## src/rtl/ecr_pkg.sv

```systemverilog
package ecr_pkg;

  typedef enum logic [1:0] {
    EDGE_FALL = 2'b00,
    EDGE_RISE = 2'b01,
    EDGE_BOTH = 2'b10,
    EDGE_NONE = 2'b11
  } edgeKind_e;

  typedef struct packed {
    logic setFlag;
    logic loadCap;
    logic rstCount;
  } ecrStrobe_t;

endpackage

```

## src/rtl/ecr_ctrl.sv

```systemverilog
module ecr_ctrl
  import ecr_pkg::*;
#(
  parameter int SYNC_STAGES = 2
) (
  input  logic       clk,
  input  logic       rstN,
  input  logic       pinIn,
  input  logic       cmpIn,
  input  logic       srcSel,
  input  logic [1:0] edgeSel,
  input  logic       funcEn,
  input  logic       modeSel,
  output ecrStrobe_t strobe
);

  localparam int CHAIN_W = SYNC_STAGES + 1;

  logic               selIn;
  logic [CHAIN_W-1:0] chainQ;
  logic               curSample;
  logic               prevSample;
  logic               hit;

  assign selIn = srcSel ? cmpIn : pinIn;

  // chainQ[SYNC_STAGES-1] is the last synchroniser stage, chainQ[SYNC_STAGES] its previous value
  always_ff @(posedge clk or negedge rstN) begin
    if (!rstN) chainQ <= '0;
    else       chainQ <= {chainQ[CHAIN_W-2:0], selIn};
  end

  assign curSample  = chainQ[SYNC_STAGES-1];
  assign prevSample = chainQ[SYNC_STAGES];

  always_comb begin
    case (edgeKind_e'(edgeSel))
      EDGE_FALL: hit = prevSample & ~curSample;
      EDGE_RISE: hit = ~prevSample & curSample;
      EDGE_BOTH: hit = prevSample ^ curSample;
      default:   hit = 1'b0;
    endcase
  end

  always_comb begin
    strobe.setFlag  = funcEn & hit;
    strobe.loadCap  = funcEn & hit & ~modeSel;
    strobe.rstCount = funcEn & hit & modeSel;
  end

endmodule

```

## src/rtl/ecr_dpath.sv

```systemverilog
module ecr_dpath
  import ecr_pkg::*;
#(
  parameter int CNT_W = 24
) (
  input  logic             clk,
  input  logic             rstN,
  input  ecrStrobe_t       strobe,
  input  logic             flagClr,
  input  logic             irqEn,
  input  logic [CNT_W-1:0] countIn,
  output logic [CNT_W-1:0] capValue,
  output logic             extFlag,
  output logic             cntResetPulse,
  output logic             extIrq
);

  always_ff @(posedge clk or negedge rstN) begin
    if (!rstN)               capValue <= '0;
    else if (strobe.loadCap) capValue <= countIn;
  end

  always_ff @(posedge clk or negedge rstN) begin
    if (!rstN)               extFlag <= 1'b0;
    else if (strobe.setFlag) extFlag <= 1'b1;
    else if (flagClr)        extFlag <= 1'b0;
  end

  always_ff @(posedge clk or negedge rstN) begin
    if (!rstN) cntResetPulse <= 1'b0;
    else       cntResetPulse <= strobe.rstCount;
  end

  assign extIrq = irqEn & extFlag;

endmodule

```

## src/rtl/edge_capture_reset.sv

```systemverilog
module edge_capture_reset
  import ecr_pkg::*;
#(
  parameter int CNT_W       = 24,
  parameter int SYNC_STAGES = 2
) (
  input  logic             clk,
  input  logic             rstN,
  input  logic             pinIn,
  input  logic             cmpIn,
  input  logic             srcSel,
  input  logic [1:0]       edgeSel,
  input  logic             funcEn,
  input  logic             modeSel,
  input  logic             irqEn,
  input  logic             flagClr,
  input  logic [CNT_W-1:0] countIn,
  output logic [CNT_W-1:0] capValue,
  output logic             cntResetPulse,
  output logic             extFlag,
  output logic             extIrq
);

  ecrStrobe_t strobe;

  ecr_ctrl #(.SYNC_STAGES(SYNC_STAGES)) u_ctrl (
    .clk    (clk),
    .rstN   (rstN),
    .pinIn  (pinIn),
    .cmpIn  (cmpIn),
    .srcSel (srcSel),
    .edgeSel(edgeSel),
    .funcEn (funcEn),
    .modeSel(modeSel),
    .strobe (strobe)
  );

  ecr_dpath #(.CNT_W(CNT_W)) u_dpath (
    .clk          (clk),
    .rstN         (rstN),
    .strobe       (strobe),
    .flagClr      (flagClr),
    .irqEn        (irqEn),
    .countIn      (countIn),
    .capValue     (capValue),
    .extFlag      (extFlag),
    .cntResetPulse(cntResetPulse),
    .extIrq       (extIrq)
  );

endmodule

```

## config.mk

```make
export PLATFORM = sky130hd
export DESIGN_NAME = edge_capture_reset
export DESIGN_NICKNAME = d
export VERILOG_FILES = /design/src/rtl/ecr_pkg.sv /design/src/rtl/ecr_ctrl.sv /design/src/rtl/ecr_dpath.sv /design/src/rtl/edge_capture_reset.sv
export SDC_FILE = /design/constraint.sdc
export NUM_CORES = 1
export LEC_CHECK = 0
export BUFFER_PORTS_ARGS = -buffer_cell sky130_fd_sc_hd__clkbuf_2
export CORE_ASPECT_RATIO = 0.6
export CORE_UTILIZATION = 35
export DETAILED_ROUTE_END_ITERATION = 6
export GPL_TIMING_DRIVEN = 0
export PLACE_DENSITY_LB_ADDON = 0.05
export REMOVE_ABC_BUFFERS = 1
export SLEW_MARGIN = 40
export SYNTH_ARGS = -nofsm -noshare
export SYNTH_HDL_FRONTEND = slang
export SYNTH_SLANG_ARGS = --single-unit
```

## constraint.sdc

```tcl
create_clock -name clk -period 2 [get_ports clk]
set_input_delay 0.4 -clock clk [delete_from_list [all_inputs] [get_ports clk]]
set_output_delay 0.4 -clock clk [all_outputs]
set_load 0.005 [all_outputs]
```

==> results of run 1 <==
-- state kept, by name, indices dropped and copies added (netlist names) --
| signal | flops |
|---|---|
| u_dpath.cntResetPulse | 1 |
| u_ctrl.chainQ | 3 |
| u_dpath.capValue | 24 |
| u_dpath.extFlag | 1 |
-- metal layers --
layer,GRT usage [%],up-vias
met4,6.55,0
met5,0,-
met1,17.8,374
met2,20.7,36
li1,-,385
met3,5.05,2
-- per-stage QoR --
| stage | instance area [µm²] | utilization (%) |
|---|---|---|
| 2_1_floorplan | 1200 | - |
| 3_3_place_gp | 1560 | 47.0 |
| 3_5_place_dp | 1560 | 47.0 |
| 4_1_cts | 1690 | 50.9 |
| 5_1_grt | 1690 | 50.9 |
| 6_report | 1690 | 50.9 |
-- report_power, final --
group	internal, mW	switching [mW]
registers	0.762	0.0975
clock network	0.310	0.208
logic	0.348	0.167
-- layout by cell type, fill, tap and decap left out, drive strengths merged --
master / count
a21oi: 1
a22o: 2
and2: 1
and2b: 1
clkbuf: 68
clkinv: 1
dfrtp: 29
ha: 2
inv: 5
mux2: 26
nor3b: 3
o22ai: 1
-- worst paths after layout --
kind                                             from                          endpoint  slack [ns]  depth (start not counted)
hold reg to reg            u_ctrl.chainQ[0]$_DFF_PN0_        u_ctrl.chainQ[1]$_DFF_PN0_        0.36                          0
hold / removal                                   rstN   u_dpath.capValue[8]$_DFFE_PN0P_        0.17                          1
setup reg to reg           u_ctrl.chainQ[1]$_DFF_PN0_  u_dpath.capValue[11]$_DFFE_PN0P_        0.13                          5
min in group clk                              flagClr       u_dpath.extFlag$_DFFE_PN0P_        0.32                          2
setup / recovery           u_ctrl.chainQ[1]$_DFF_PN0_  u_dpath.capValue[11]$_DFFE_PN0P_        0.13                          5
max in group asynchronous                        rstN        u_ctrl.chainQ[2]$_DFF_PN0_        1.37                          1
-- worst max-delay path, cell delays in order (launching register included) --
cell     delay [ns]
dfrtp_1        0.37
inv_1          0.05
ha_1           0.30
nor3b_2        0.32
a22o_4         0.34
mux2_2         0.36
-- cell type report --
cell class                 instances  area share (%)
tap                               45            3.33
clock inverter                     1           0.296
multi-input combinational         37            28.7
timing repair buffer              61            18.0
clock buffer                       7            5.69
sequential                        29            42.9
inverter                           5            1.11
-- cells by family after synthesis --
| logic type | count (synthesis) | synth area share, % |
|---|---|---|
| buf+inv | 8 | 5.61 |
| fa+ha+maj | 2 | 2.00 |
| compound gates | 3 | 1.60 |
| simple gates | 5 | 3.00 |
| flops | 29 | 58.1 |
| mux | 26 | 29.7 |
-- what timing repair did --
| action | CTS | global route |
|---|---|---|
| gates resized for setup | 3 | 0 |
| hold buffers | 0 | 0 |
| endpoints found under the setup margin | 24 | 0 |
==> metrics, run 1 <==
status complete, no violations; number of synthesized register bits 29; number of synthesized flops with an enable pin 0; port buffer count 61; Synth area leaders dfrtp_1 58%, mux2_4 25%, mux2_2 4.5%, buf_12 3.2%, ha_1 2.0%; clock sink total 29; Root Driver clkbuf_8; Netlist cell types 13; Max-Cap Viols 0; Initial Util 37.6%; CP arrival 2.02 ns; initial antenna violation count 0; Routed Antenna Nets 0; vias in the first global route 698; met3 wire length 180 µm; Synth Cell Area 1250 µm²; Clock Skews 0.00358 ns; DIE AREA 3820 µm²; via count 797; CTS buffer count 5; Max Slew Vio Count 0; n_diodes 0; Cells after Synth 73; gpl congestion 0.650; vias per cell 4.31; WHS 0.166 ns; global-route wire length before repair 3.54 mm; fillers 312; max frequency 536 MHz; asr flop ratio synth 100%; Clk pin slew, worst setup/hold paths 0.06 ns; WL final 2.39 mm; critical path class register to register; row cnt 16; gr ovfl total 0; DR WL/cell 12.9 µm; setup TNS 0 ns; worst min-delay path category input port to asynchronous set/reset pin; CP endpoint kind register; fin worst setup slack 0.133 ns; area grow syn2layout 35.4%; DP HPWL 1.59 mm; highest metal used met4; Yosys warning count 0; Relative slew margins 52.8%; die width 79.2 µm; worst skew pair latency 0.27 ns; gr usage total 13.6%; CTS max path bufs 2; syn_area_per_cell 17.1 µm²; minimum clock period 1.87 ns; CP max FO 12; Worst EP required 2.16 ns; post-CTS setup buffer count 0; Pwr per Cell Area 1120 nW/µm²; Final setup viols 0; Setup WS pre-CTS -0.270 ns; P_leak 0.899 nW; area taken by multi-input logic gates 485 µm²; post-synthesis sequential area ratio 58.1%; largest area contributor in the netlist dfrtp_1; 1st-iter DRT viols 18; H-tree Lvls 2; nets@finish 176; CORE AREA 3320 µm²; Inst Count DP 176; ys flop type dfrtp_1; die height 48.3 µm; top-count cell post-synth dfrtp_1; largest net degree at the start of global routing 30; CTS tree built; register area 726 µm²; worst-margin pin slew 0.708 ns; layout cells sized above 1 70.7%; VDD IR-drop max 0.531 mV; Final Instance Count excl. Fillers 185; met2 routed WL 1.04 mm; RSZ-0062 raised after global routing no; Pwr Total 1.89 mW; Boundary Pins 62; top cell type's share of synthesized area 58.1%; Final Cycle Share 93.4%; met1 wire length 1.16 mm; DR DRC count 0; most frequent cells after synthesis 29 x dfrtp_1, 21 x mux2_4, 5 x inv_1, 5 x mux2_2, 3 x nor3b_1; crit start category register; DR pass1 iterations 3; Fin. Hold Viols 0
Power figures use the tool's default switching activity.
==> inputs of run 2 (changes only) <==
Settings changed: BUFFER_PORTS_ARGS -buffer_cell sky130_fd_sc_hd__clkbuf_2 to -buffer_cell sky130_fd_sc_hd__buf_2, CORE_UTILIZATION 35 to 40, GPL_TIMING_DRIVEN 0 to default.
==> run 2 against run 1 <==
Compared with the run above:
- clock power shrank 12%
- utilization rose by 6.0 points
- fmax grew 3.3%
- critical path type unchanged
- largest cell class unchanged
- largest power group unchanged
==> metrics, run 2 (synthesis gave the netlist of run 1 again) <==
H-tree Lvls 2 (unchanged); global-route wire length before repair 3.50 mm (was 3.54 mm); P_leak 0.874 nW (was 0.899 nW); utilization after layout 57.0% (was 50.9%); die height 45.3 µm (was 48.3 µm); r2r worst-path depth 6 (was 5); register area 726 µm² (unchanged); vias per cell 4.36 (was 4.31); Initial Util 42.7% (was 37.6%); layout cells sized above 1 69.1% (was 70.7%); clock sink total 29 (unchanged); nets@finish 176 (unchanged); gr usage total 14.5% (was 13.6%); Placement Cell Area 1580 µm² (was 1560 µm²); Reg with most FFs u_dpath.capValue (unchanged); WL final 2.17 mm (was 2.39 mm); row cnt 15 (was 16); 1st-iter DRT viols 7 (was 18); Pwr per Cell Area 1090 nW/µm² (was 1120 nW/µm²); Clock Skews 0.00297 ns (was 0.00358 ns); Routed Antenna Nets 0 (unchanged); Root Driver clkbuf_8 (unchanged); Int Pwr 1.38 mW (was 1.42 mW); gr ovfl total 0 (unchanged); DR DRC count 0 (unchanged); Max Slew Vio Count 0 (unchanged); DIE AREA 3360 µm² (was 3820 µm²); CTS buffer count 5 (unchanged); CTS max path bufs 2 (unchanged); Clock Power Share 25.1% (was 27.4%); die width 74.2 µm (was 79.2 µm); RSZ-0062 raised after global routing no (unchanged); VDD IR-drop max 0.542 mV (was 0.531 mV); fillers 260 (was 312); crit start category register (unchanged); critical path class register to register (unchanged); Relative slew margins 58.1% (was 52.8%); CTS tree built (unchanged); worst skew pair latency 0.26 ns (was 0.27 ns); gpl congestion 0.680 (was 0.650); combinational fraction of design power 28.3% (was 27.2%); post-CTS setup buffer count 0 (unchanged); CORE AREA 2930 µm² (was 3320 µm²); Clk pin slew, worst setup/hold paths 0.06 ns (about the same); initial antenna violation count 0 (unchanged); CP max FO 24 (was 12); CP arrival 1.95 ns (was 2.02 ns); CP endpoint kind register (unchanged); n_diodes 0 (unchanged); Worst EP required 2.14 ns (was 2.16 ns); Fin. Hold Viols 0 (unchanged); Boundary Pins 62 (unchanged); Final Cycle Share 90.4% (was 93.4%); most frequent cells in the layout 61 x buf_2, 29 x dfrtp_1, 21 x mux2_4 (was 61 x clkbuf_2, 29 x dfrtp_1, 21 x mux2_4); Net Sw Frac 24.0% (was 25.0%); worst min-delay path category input port to asynchronous set/reset pin (unchanged); minimum clock period 1.81 ns (was 1.87 ns); max frequency 553 MHz (was 536 MHz); post-route cell area 1670 µm² (was 1690 µm²); vias in the first global route 778 (was 698); port buffer count 61 (unchanged); area taken by multi-input logic gates 459 µm² (was 485 µm²); area grow syn2layout 33.4% (was 35.4%); DP HPWL 1.57 mm (was 1.59 mm); DR pass1 iterations 4 (was 3); most common cell after layout, fill and taps aside buf_2 (was clkbuf_2); sequential power share 46.6% (was 45.4%); max reg flops 24 (unchanged); DR WL/cell 12.0 µm (was 12.9 µm); status complete, no violations (unchanged); Setup WS pre-CTS 0.0982 ns (was -0.270 ns); Sw Pwr 0.436 mW (was 0.472 mW); fin worst setup slack 0.192 ns (was 0.133 ns); via count 790 (was 797); Largest regs u_dpath.capValue x24, u_ctrl.chainQ x3 (unchanged); largest net degree at the start of global routing 30 (unchanged); Final setup viols 0 (unchanged); worst-margin pin slew 0.629 ns (was 0.708 ns); Max-Cap Viols 0 (unchanged)
==> run 2: through the flow <==
| stage | hold WS, ns | power (mW) | std cells | TNS [ns] |
|---|---|---|---|---|
| after floorplan | 0.104 | 1.13 | 70 | -7.22 |
| after global placement | 0.339 | 1.36 | 174 | 0 |
| after CTS | 0.163 | 1.85 | 181 | 0 |
| after global routing | 0.190 | 1.94 | 181 | 0 |
| final | 0.153 | 1.82 | 181 | 0 |
| after detailed placement | 0.343 | 1.37 | 174 | 0 |
==> run 2: worst paths after layout <==
| kind | end | from | slack [ns] |
|---|---|---|---|
| worst max-delay path | u_dpath.capValue[23]$_DFFE_PN0P_ | u_ctrl.chainQ[1]$_DFF_PN0_ | 0.19 |
| max in group asynchronous | u_dpath.capValue[9]$_DFFE_PN0P_ | rstN | 1.44 |
| worst max register to register | u_dpath.capValue[23]$_DFFE_PN0P_ | u_ctrl.chainQ[1]$_DFF_PN0_ | 0.19 |
| min in group clk | u_dpath.extFlag$_DFFE_PN0P_ | flagClr | 0.32 |
| worst min register to register | u_ctrl.chainQ[1]$_DFF_PN0_ | u_ctrl.chainQ[0]$_DFF_PN0_ | 0.35 |
| worst min-delay path | u_dpath.capValue[18]$_DFFE_PN0P_ | rstN | 0.15 |
==> run 2: timing repair <==
item | 4_1_cts | 5_1_grt
hold buffers | 0 | 0
gates resized for setup | 0 | 1
endpoints found under the setup margin | 0 | 4
==> run 2: layout make-up <==
type	instances	share of cell area, %
Sequential cell	29	43.5
Multi-Input combinational cell	36	27.5
Timing Repair Buffer	62	19.5
Clock buffer	7	5.18
Tap cell	42	3.15
Inverter	5	1.13
==> run 2: critical path, cell delays in order (launching register included) <==
cell and delay (ns):
dfrtp_1 0.36, inv_1 0.05, ha_1 0.29, nor3b_2 0.19
a22o_1 0.21, buf_12 0.21, mux2_2 0.36
==> run 2: routing by layer <==
metal | share of wire [%] | wire length (µm) | track usage, % | up-vias
li1 | - | - | - | 380
met1 | 46 | 997 | 18.4 | 373
met2 | 46 | 1000 | 22.4 | 35
met3 | 7.6 | 165 | 6.03 | 2
met4 | 0.37 | 8 | 5.77 | 0
met5 | 0 | 0 | 0 | -
==> run 2: power groups by stage <==
stage | clock, mW | sequential, mW | combinational, mW
4_1_cts | 0.479 | 0.851 | 0.523
6_report | 0.457 | 0.848 | 0.514
2_1_floorplan | 0 | 0.873 | 0.255
3_5_place_dp | 0 | 0.857 | 0.518
3_3_place_gp | 0 | 0.849 | 0.512
5_1_grt | 0.507 | 0.874 | 0.562
